**src/rtl/fp8w_pkg.sv**
```systemverilog
package fp8w_pkg;

    typedef enum logic [1:0] {
        FMT_E5M2 = 2'd0,
        FMT_E4M3 = 2'd1,
        FMT_E3M4 = 2'd2,
        FMT_E2M5 = 2'd3
    } fp8w_fmt_e;

    localparam int BYTE_W  = 8;
    localparam int WORD_W  = 32;
    localparam int FRAC8_W = 5;   // widest fraction, left-aligned
    localparam int F32_BIAS = 127;

    localparam logic [30:0] F32_QNAN_MAG = 31'h7FC0_0000;
    localparam logic [30:0] F32_INF_MAG  = 31'h7F80_0000;

    typedef struct packed {
        logic                 sign;
        logic [4:0]           exp_f;   // zero-extended exponent field
        logic [FRAC8_W-1:0]   frac;    // fraction aligned to the MSB
    } fp8w_fields_t;

    typedef struct packed {
        logic [WORD_W-1:0] word;
        logic              nan;
        logic              inf;
        logic              zero;
        logic              sub;
    } fp8w_lane_t;

    function automatic logic [7:0] fmt_bias(fp8w_fmt_e f);
        case (f)
            FMT_E5M2: return 8'd15;
            FMT_E4M3: return 8'd7;
            FMT_E3M4: return 8'd3;
            default:  return 8'd1;
        endcase
    endfunction

    function automatic logic [4:0] fmt_exp_top(fp8w_fmt_e f);
        case (f)
            FMT_E5M2: return 5'd31;
            FMT_E4M3: return 5'd15;
            FMT_E3M4: return 5'd7;
            default:  return 5'd3;
        endcase
    endfunction

    function automatic logic [FRAC8_W-1:0] fmt_frac_mask(fp8w_fmt_e f);
        case (f)
            FMT_E5M2: return 5'b11000;
            FMT_E4M3: return 5'b11100;
            FMT_E3M4: return 5'b11110;
            default:  return 5'b11111;
        endcase
    endfunction

endpackage

```
**src/rtl/fp8w_unpack.sv**
```systemverilog
module fp8w_unpack
    import fp8w_pkg::*;
(
    input  logic [BYTE_W-1:0] in_byte,
    input  fp8w_fmt_e         fmt,
    output fp8w_fields_t      fields
);
    always_comb begin
        fields.sign = in_byte[7];
        case (fmt)
            FMT_E5M2: begin
                fields.exp_f = in_byte[6:2];
                fields.frac  = {in_byte[1:0], 3'b000};
            end
            FMT_E4M3: begin
                fields.exp_f = {1'b0, in_byte[6:3]};
                fields.frac  = {in_byte[2:0], 2'b00};
            end
            FMT_E3M4: begin
                fields.exp_f = {2'b00, in_byte[6:4]};
                fields.frac  = {in_byte[3:0], 1'b0};
            end
            default: begin
                fields.exp_f = {3'b000, in_byte[6:5]};
                fields.frac  = in_byte[4:0];
            end
        endcase
    end
endmodule

```
**src/rtl/fp8w_norm.sv**
```systemverilog
module fp8w_norm
    import fp8w_pkg::*;
(
    input  logic [FRAC8_W-1:0] frac,
    output logic [2:0]         shift,
    output logic [FRAC8_W-1:0] mant
);
    logic [FRAC8_W:0] shifted;

    // leading-one search: highest set bit wins
    always_comb begin
        shift = 3'(FRAC8_W);
        for (int i = 0; i < FRAC8_W; i++) begin
            if (frac[i]) shift = 3'(FRAC8_W - i);
        end
        shifted = {1'b0, frac} << shift;
        mant    = shifted[FRAC8_W-1:0];   // hidden one falls off the top
    end
endmodule

```
**src/rtl/fp8w_lane.sv**
```systemverilog
module fp8w_lane
    import fp8w_pkg::*;
(
    input  logic [BYTE_W-1:0] in_byte,
    input  fp8w_fmt_e         fmt,
    input  logic              ext_range,
    output fp8w_lane_t        res
);
    fp8w_fields_t       fld;
    logic [2:0]         nshift;
    logic [FRAC8_W-1:0] nmant;
    logic [7:0]         bias;
    logic               exp_top, exp_zero, frac_zero, frac_full, top_finite;
    logic [7:0]         exp_norm, exp_sub;

    fp8w_unpack u_unpack (.in_byte(in_byte), .fmt(fmt), .fields(fld));
    fp8w_norm   u_norm   (.frac(fld.frac), .shift(nshift), .mant(nmant));

    always_comb begin
        bias       = fmt_bias(fmt);
        exp_top    = (fld.exp_f == fmt_exp_top(fmt));
        exp_zero   = (fld.exp_f == 5'd0);
        frac_zero  = (fld.frac == '0);
        frac_full  = (fld.frac == fmt_frac_mask(fmt));
        top_finite = (fmt == FMT_E4M3) && ext_range;

        res.nan  = exp_top && (top_finite ? frac_full : !frac_zero);
        res.inf  = exp_top && !top_finite && frac_zero;
        res.zero = exp_zero && frac_zero;
        res.sub  = exp_zero && !frac_zero;

        exp_norm = {3'b000, fld.exp_f} + 8'(F32_BIAS) - bias;
        exp_sub  = 8'(F32_BIAS + 1) - bias - {5'b00000, nshift};

        if (res.nan)
            res.word = {fld.sign, F32_QNAN_MAG};
        else if (res.inf)
            res.word = {fld.sign, F32_INF_MAG};
        else if (res.zero)
            res.word = {fld.sign, 31'd0};
        else if (res.sub)
            res.word = {fld.sign, exp_sub, nmant, 18'd0};
        else
            res.word = {fld.sign, exp_norm, fld.frac, 18'd0};
    end

    always_comb begin
        AST_FLAGS_ONEHOT: assert ($onehot0({res.nan, res.inf, res.zero, res.sub}));
        if (res.nan)
            AST_NAN_CANON: assert (res.word[30:0] == F32_QNAN_MAG);
        if (res.inf)
            AST_INF_CODE: assert (res.word[30:0] == F32_INF_MAG);
        if (res.zero)
            AST_ZERO_CODE: assert (res.word[30:0] == 31'd0);
        if (res.sub)
            AST_SUB_NORMALISED: assert (res.word[30:23] != 8'd0 && res.word[30:23] != 8'hFF);
    end
endmodule

```
**src/rtl/fp8w_decoder.sv**
```systemverilog
module fp8w_decoder
    import fp8w_pkg::*;
#(
    parameter int LANES   = 8,
    parameter bit OUT_REG = 1'b1
) (
    input  logic                     clk,
    input  logic                     rst,
    input  logic                     in_valid,
    input  logic [1:0]               in_fmt,
    input  logic                     in_ext_range,
    input  logic [LANES*BYTE_W-1:0]  in_data,
    output logic                     out_valid,
    output logic [LANES*WORD_W-1:0]  out_data,
    output logic [LANES-1:0]         out_nan,
    output logic [LANES-1:0]         out_inf,
    output logic [LANES-1:0]         out_zero,
    output logic [LANES-1:0]         out_sub
);
    localparam int OUT_W = LANES * WORD_W;

    fp8w_fmt_e          fmt;
    fp8w_lane_t         lane_res [LANES];
    logic [OUT_W-1:0]   c_data;
    logic [LANES-1:0]   c_nan, c_inf, c_zero, c_sub;

    assign fmt = fp8w_fmt_e'(in_fmt);

    for (genvar g = 0; g < LANES; g++) begin : g_lane
        fp8w_lane u_lane (
            .in_byte   (in_data[g*BYTE_W +: BYTE_W]),
            .fmt       (fmt),
            .ext_range (in_ext_range),
            .res       (lane_res[g])
        );
        assign c_data[g*WORD_W +: WORD_W] = lane_res[g].word;
        assign c_nan[g]  = lane_res[g].nan;
        assign c_inf[g]  = lane_res[g].inf;
        assign c_zero[g] = lane_res[g].zero;
        assign c_sub[g]  = lane_res[g].sub;

        AST_LANE_NAN_OUT: assert property (@(posedge clk) disable iff (rst)
            (out_valid && out_nan[g]) |-> (out_data[g*WORD_W +: 31] == F32_QNAN_MAG));
    end

    if (OUT_REG) begin : g_reg
        always_ff @(posedge clk) begin
            if (rst) begin
                out_valid <= 1'b0;
                out_data  <= '0;
                out_nan   <= '0;
                out_inf   <= '0;
                out_zero  <= '0;
                out_sub   <= '0;
            end else begin
                out_valid <= in_valid;
                if (in_valid) begin
                    out_data <= c_data;
                    out_nan  <= c_nan;
                    out_inf  <= c_inf;
                    out_zero <= c_zero;
                    out_sub  <= c_sub;
                end
            end
        end

        AST_VALID_PIPE: assert property (@(posedge clk) disable iff (rst)
            in_valid |=> out_valid);
        AST_HOLD_IDLE: assert property (@(posedge clk) disable iff (rst)
            !in_valid |=> ($stable(out_data) && !out_valid));
    end else begin : g_comb
        assign out_valid = in_valid;
        assign out_data  = c_data;
        assign out_nan   = c_nan;
        assign out_inf   = c_inf;
        assign out_zero  = c_zero;
        assign out_sub   = c_sub;
    end
endmodule

```
**config.mk**
```make
export PLATFORM = sky130hd
export DESIGN_NAME = fp8w_decoder
export DESIGN_NICKNAME = d
export VERILOG_FILES = /design/src/rtl/fp8w_pkg.sv /design/src/rtl/fp8w_unpack.sv /design/src/rtl/fp8w_norm.sv /design/src/rtl/fp8w_lane.sv /design/src/rtl/fp8w_decoder.sv
export SDC_FILE = /design/constraint.sdc
export NUM_CORES = 1
export LEC_CHECK = 0
export ABC_CLOCK_PERIOD_IN_PS = 4000
export BUFFER_PORTS_ARGS = -buffer_cell sky130_fd_sc_hd__buf_4
export CORE_ASPECT_RATIO = 0.6
export CORE_MARGIN = 2
export CORE_UTILIZATION = 53
export DETAILED_ROUTE_END_ITERATION = 7
export PLACE_DENSITY = 0.82
export SETUP_SLACK_MARGIN = 0.1
export SYNTH_ARGS = -nofsm -noshare
export SYNTH_HDL_FRONTEND = slang
export SYNTH_SLANG_ARGS = --single-unit
```
**constraint.sdc**
```tcl
create_clock -name clk -period 4 [get_ports clk]
set_input_delay 0.2 -clock clk [delete_from_list [all_inputs] [get_ports clk]]
set_output_delay 0.2 -clock clk [all_outputs]
set_load 0.05 [all_outputs]
```
==> implementation parameters <==
Parameter                              Value

Pwr
  Power density cells ... 378 nW/um^2
  Max IR drop VDD ... 0.000302 V
  LEAKAGE ... approximately 6.0 nW

Clocking
  Cells resized by post-CTS repair ... 0
  Root buf cell ... sky130_fd_sc_hd__clkbuf_16
  Buffers inserted during post-CTS setup optimization ... 0
  Maximum clock path buffer count ... 2
  CTS tree ... yes
  Clock input transition at the sequential cells of the worst setup and hold paths ... 0.06 ns
  Depth of the CTS H-tree ... 4
  Skew-Pair Late Insertion Delay ... 0.43 ns
  Clk sink count ... 145
  Number of buffers inserted during clock tree synthesis ... 17

STA
  Transition time of the tightest slew-check pin ... 1.26 ns
  Final sum of negative setup slack ... 0 ns
  Final Slew Violations ... 0
  Period Utilization, post-route ... 0.694
  Min Tclk post-route ... 2.77 ns
  Number of hold violations in the final report ... 0
  Count of endpoints failing setup in the final report ... 0
  Setup repair after global routing missed its margin ... no
  Max-slew headroom at the worst pin ... 0.157
  Min Hold Slack ... 0.0101 ns
  Final clock skew ... 0 ns
  Final worst slack ... 1.23 ns
  FMAX ... 0.360 GHz

Synthesis
  Count of different cell masters after synthesis ... 83
  Area of the mapped netlist ... 11,900 um^2
  Synth area leader ... sky130_fd_sc_hd__dfxtp_1
  Portion of synthesized cell area occupied by the leading cell type ... 0.243
  EDFF count, synth ... 0
  Main flop type after synthesis ... sky130_fd_sc_hd__dfxtp_1
  Count of mapped cells out of synthesis ... 1,531
  Sequential share of the synthesized area ... 0.243
  Fraction of registers with async set or reset after synthesis ... 0
  Post-synthesis register bit count ... 145
  Top area cells in the synthesized netlist ... sky130_fd_sc_hd__dfxtp_1 (24%), sky130_fd_sc_hd__buf_4 (9.5%), sky130_fd_sc_hd__nor2_1 (4.9%)
  Mean cell area of the mapped netlist ... 7.80 um^2
  Warning count from the yosys run ... 0

Route
  Routed vias/inst ... 5.99
  Number of vias in the routed layout ... about 12,000
  DRT Pass-1 Iters ... 6
  Residual antenna-violating net count after detailed routing ... 0
  Detail-routed net length per standard cell ... 19.0 um
  Total Wirelength ... 37,500 um
  DRC violation count after routing ... 0
  Initial detailed-routing violation count ... 1,330

Run
  Maximum Capacitance Violations ... 0

Worst setup path
  Maximum fanout along the worst path ... 47
  Data arrival time of the worst path ... 3.05 ns
  Critical setup path kind ... input port to flip-flop
  Data required time of the worst path ... approximately 4.3 ns
  Startpoint Class ... input port
  Worst setup EP type ... flip-flop

Global route
  Via count of the first global-routing pass ... ~10,000
  Largest net degree at the start of global routing ... 83
  Overall overflow remaining after global route ... 0
  Combined global-route utilization of all metal layers ... 0.303
  Number of antenna violations at the first check in global routing ... 2
  First-pass GRT wire length ... 57,000 um

Placed design
  Placed cell count ... 1,939
  Count of input and output buffers ... 214
  Setup WS pre-CTS ... 0.848 ns
  Gpl congestion ... roughly 0.94
  Placed wire-length estimate after detailed placement ... 26,500 um
  Placed Area ... 13,000 um^2

Die
  Die outline width ... 198 um
  Starting utilization of the core area ... 0.541
  Die area ... 23,800 um^2
  Number of placement rows ... 42
  Count of boundary I/O pins ... roughly 360
  Height of the die ... between 100 and 150 um
  Core region area ... 22,100 um^2

Final layout
  Area of all placed cells without fillers ... 13,700 um^2
  Ratio of cells with drive above 1 in the final layout ... 0.217
  Final Non-Filler Cells ... between 1,500 and 2,000
  Layout overhead on the synthesized area ... 14.5%
  Nets ... 1,787
  Number of antenna repair diodes ... 0

Min path
  Min-delay worst type ... input port to flip-flop

Status
  Outcome ... complete, no violations
## worst paths after layout
check,slack (ns),cells after the start,startpoint,end
worst max-delay path,1.23,14,in_fmt[1],out_data[154]$_SDFFE_PP0P_
worst min-delay path,0.01,3,in_data[47],out_data[191]$_SDFFE_PP0P_
worst max register to register,3.17,2,out_data[155]$_SDFFE_PP0P_,out_data[155]$_SDFFE_PP0P_
worst min register to register,0.45,2,out_data[121]$_SDFFE_PP0P_,out_data[121]$_SDFFE_PP0P_
## metrics by stage
step | utilization | power (mW)
2_1_floorplan | - | 3.20
3_3_place_gp | 0.591 | 3.52
3_5_place_dp | 0.591 | 3.55
4_1_cts | 0.619 | 5.16
5_1_grt | 0.619 | 5.37
6_report | 0.619 | 5.17
## report_power, final
part           switching [mW]  leakage, nW  internal (mW)
clock network           0.678        0.272          0.933
logic                    1.36         4.57          0.588
registers              0.0625         1.19           1.54
total                    2.10         6.04           3.07
## sequential cells by signal, summed over array words and instances, names as in the netlist
signal	cells
out_inf	8
out_nan	8
out_zero	8
out_valid	1
out_sub	8
out_data	112
## synthesized netlist by cell type, types with 6 or more instances
library cell,n
sky130_fd_sc_hd__o32ai_1,9
sky130_fd_sc_hd__o21ai_0,68
sky130_fd_sc_hd__buf_4,151
sky130_fd_sc_hd__xnor2_1,27
sky130_fd_sc_hd__inv_1,29
sky130_fd_sc_hd__a211oi_1,19
sky130_fd_sc_hd__xor2_1,9
sky130_fd_sc_hd__o22ai_1,11
sky130_fd_sc_hd__a31oi_1,14
sky130_fd_sc_hd__nor2_1,157
sky130_fd_sc_hd__nor3_1,38
sky130_fd_sc_hd__nor2b_1,16
sky130_fd_sc_hd__nand2_1,146
sky130_fd_sc_hd__and3_1,7
sky130_fd_sc_hd__mux4_2,14
sky130_fd_sc_hd__a32oi_1,11
sky130_fd_sc_hd__a21oi_1,106
sky130_fd_sc_hd__o21a_1,23
sky130_fd_sc_hd__o221ai_1,9
sky130_fd_sc_hd__clkbuf_1,66
sky130_fd_sc_hd__or2_2,13
sky130_fd_sc_hd__and2_1,12
sky130_fd_sc_hd__or3_1,8
sky130_fd_sc_hd__a31o_2,6
sky130_fd_sc_hd__a21o_1,21
sky130_fd_sc_hd__dfxtp_1,145
sky130_fd_sc_hd__o2111ai_1,6
sky130_fd_sc_hd__buf_2,40
sky130_fd_sc_hd__a311oi_1,24
sky130_fd_sc_hd__mux2i_1,49
sky130_fd_sc_hd__nand4_1,16
sky130_fd_sc_hd__o211ai_1,12
sky130_fd_sc_hd__ha_1,40
sky130_fd_sc_hd__a32o_1,9
sky130_fd_sc_hd__mux2_2,31
sky130_fd_sc_hd__nand3_1,20
sky130_fd_sc_hd__nand2b_1,22
sky130_fd_sc_hd__a21boi_0,9
sky130_fd_sc_hd__a22oi_1,11
sky130_fd_sc_hd__a22o_1,23
## placed cells by master (no fill, tap or decap), types with 7 or more instances in the layout
| master | n |
|---|---|
| sky130_fd_sc_hd__a211oi_1 | 19 |
| sky130_fd_sc_hd__a21boi_0 | 9 |
| sky130_fd_sc_hd__a21o_1 | 21 |
| sky130_fd_sc_hd__a21oi_1 | 106 |
| sky130_fd_sc_hd__a22o_1 | 23 |
| sky130_fd_sc_hd__a22oi_1 | 11 |
| sky130_fd_sc_hd__a311oi_1 | 24 |
| sky130_fd_sc_hd__a31oi_1 | 14 |
| sky130_fd_sc_hd__a32o_1 | 9 |
| sky130_fd_sc_hd__a32oi_1 | 11 |
| sky130_fd_sc_hd__and2_1 | 12 |
| sky130_fd_sc_hd__and3_1 | 7 |
| sky130_fd_sc_hd__buf_4 | 243 |
| sky130_fd_sc_hd__clkbuf_16 | 17 |
| sky130_fd_sc_hd__conb_1 | 144 |
| sky130_fd_sc_hd__dfxtp_1 | 145 |
| sky130_fd_sc_hd__ha_1 | 40 |
| sky130_fd_sc_hd__inv_1 | 27 |
| sky130_fd_sc_hd__mux2_2 | 31 |
| sky130_fd_sc_hd__mux2i_1 | 49 |
| sky130_fd_sc_hd__mux4_2 | 14 |
| sky130_fd_sc_hd__nand2_1 | 146 |
| sky130_fd_sc_hd__nand2b_1 | 22 |
| sky130_fd_sc_hd__nand3_1 | 20 |
| sky130_fd_sc_hd__nand4_1 | 16 |
| sky130_fd_sc_hd__nor2_1 | 156 |
| sky130_fd_sc_hd__nor2b_1 | 16 |
| sky130_fd_sc_hd__nor3_1 | 38 |
| sky130_fd_sc_hd__o211ai_1 | 12 |
| sky130_fd_sc_hd__o21a_1 | 23 |
| sky130_fd_sc_hd__o21ai_0 | 68 |
| sky130_fd_sc_hd__o221ai_1 | 9 |
| sky130_fd_sc_hd__o22ai_1 | 11 |
| sky130_fd_sc_hd__o32ai_1 | 9 |
| sky130_fd_sc_hd__or2_2 | 13 |
| sky130_fd_sc_hd__or3_1 | 8 |
| sky130_fd_sc_hd__xnor2_1 | 27 |
| sky130_fd_sc_hd__xor2_1 | 9 |
## critical path: stages
cell	delay [ns]
sky130_fd_sc_hd__buf_4	0.42
sky130_fd_sc_hd__buf_12	0.30
sky130_fd_sc_hd__nand2_1	0.10
sky130_fd_sc_hd__buf_4	0.22
sky130_fd_sc_hd__o32ai_1	0.41
sky130_fd_sc_hd__or2_2	0.23
sky130_fd_sc_hd__nand2_1	0.06
sky130_fd_sc_hd__ha_1	0.35
sky130_fd_sc_hd__o21a_1	0.12
sky130_fd_sc_hd__nor2_1	0.12
sky130_fd_sc_hd__xnor2_1	0.13
sky130_fd_sc_hd__nor2_1	0.05
sky130_fd_sc_hd__o221ai_1	0.19
sky130_fd_sc_hd__a21oi_1	0.08
## cell type report
cell class | instances | area [um^2]
clock inverters | 13 | 135
inverters | 32 | 120
repair buffers | 249 | 1890
flip-flops and latches | 145 | 2900
clock buffers | 19 | 443
multi-input cells | 1232 | 7820
fillers | 1977 | 8400
well taps | 286 | 358
## cells by family after synthesis
| group | count (synthesis) | synth area share |
|---|---|---|
| other | 1 | 0.000314 |
| adders and majority gates | 40 | 0.0419 |
| buffers and inverters | 297 | 0.148 |
| muxes | 94 | 0.0968 |
| and+or+nand+nor | 473 | 0.183 |
| DFF | 145 | 0.243 |
| AOI/OAI and AO/OA | 445 | 0.261 |
| xor gates and xnor gates | 36 | 0.0264 |
## per-layer routing
layer  GRT usage  vias to the layer above  wire [um]  share of wire
met5           0                        -         23        0.00061
met4      0.0973                        4        944          0.025
met3      0.0778                       77       4170           0.11
met2       0.456                      645      16200           0.43
met1       0.424                     5568      16200           0.43
li1            -                     5543          -              -
## repair_timing
item	in CTS	in global routing
hold endpoints to repair	5	0
endpoints found under the setup margin	0	0
hold buffers	5	0
No activity file was read; power rests on OpenSTA's default activity.
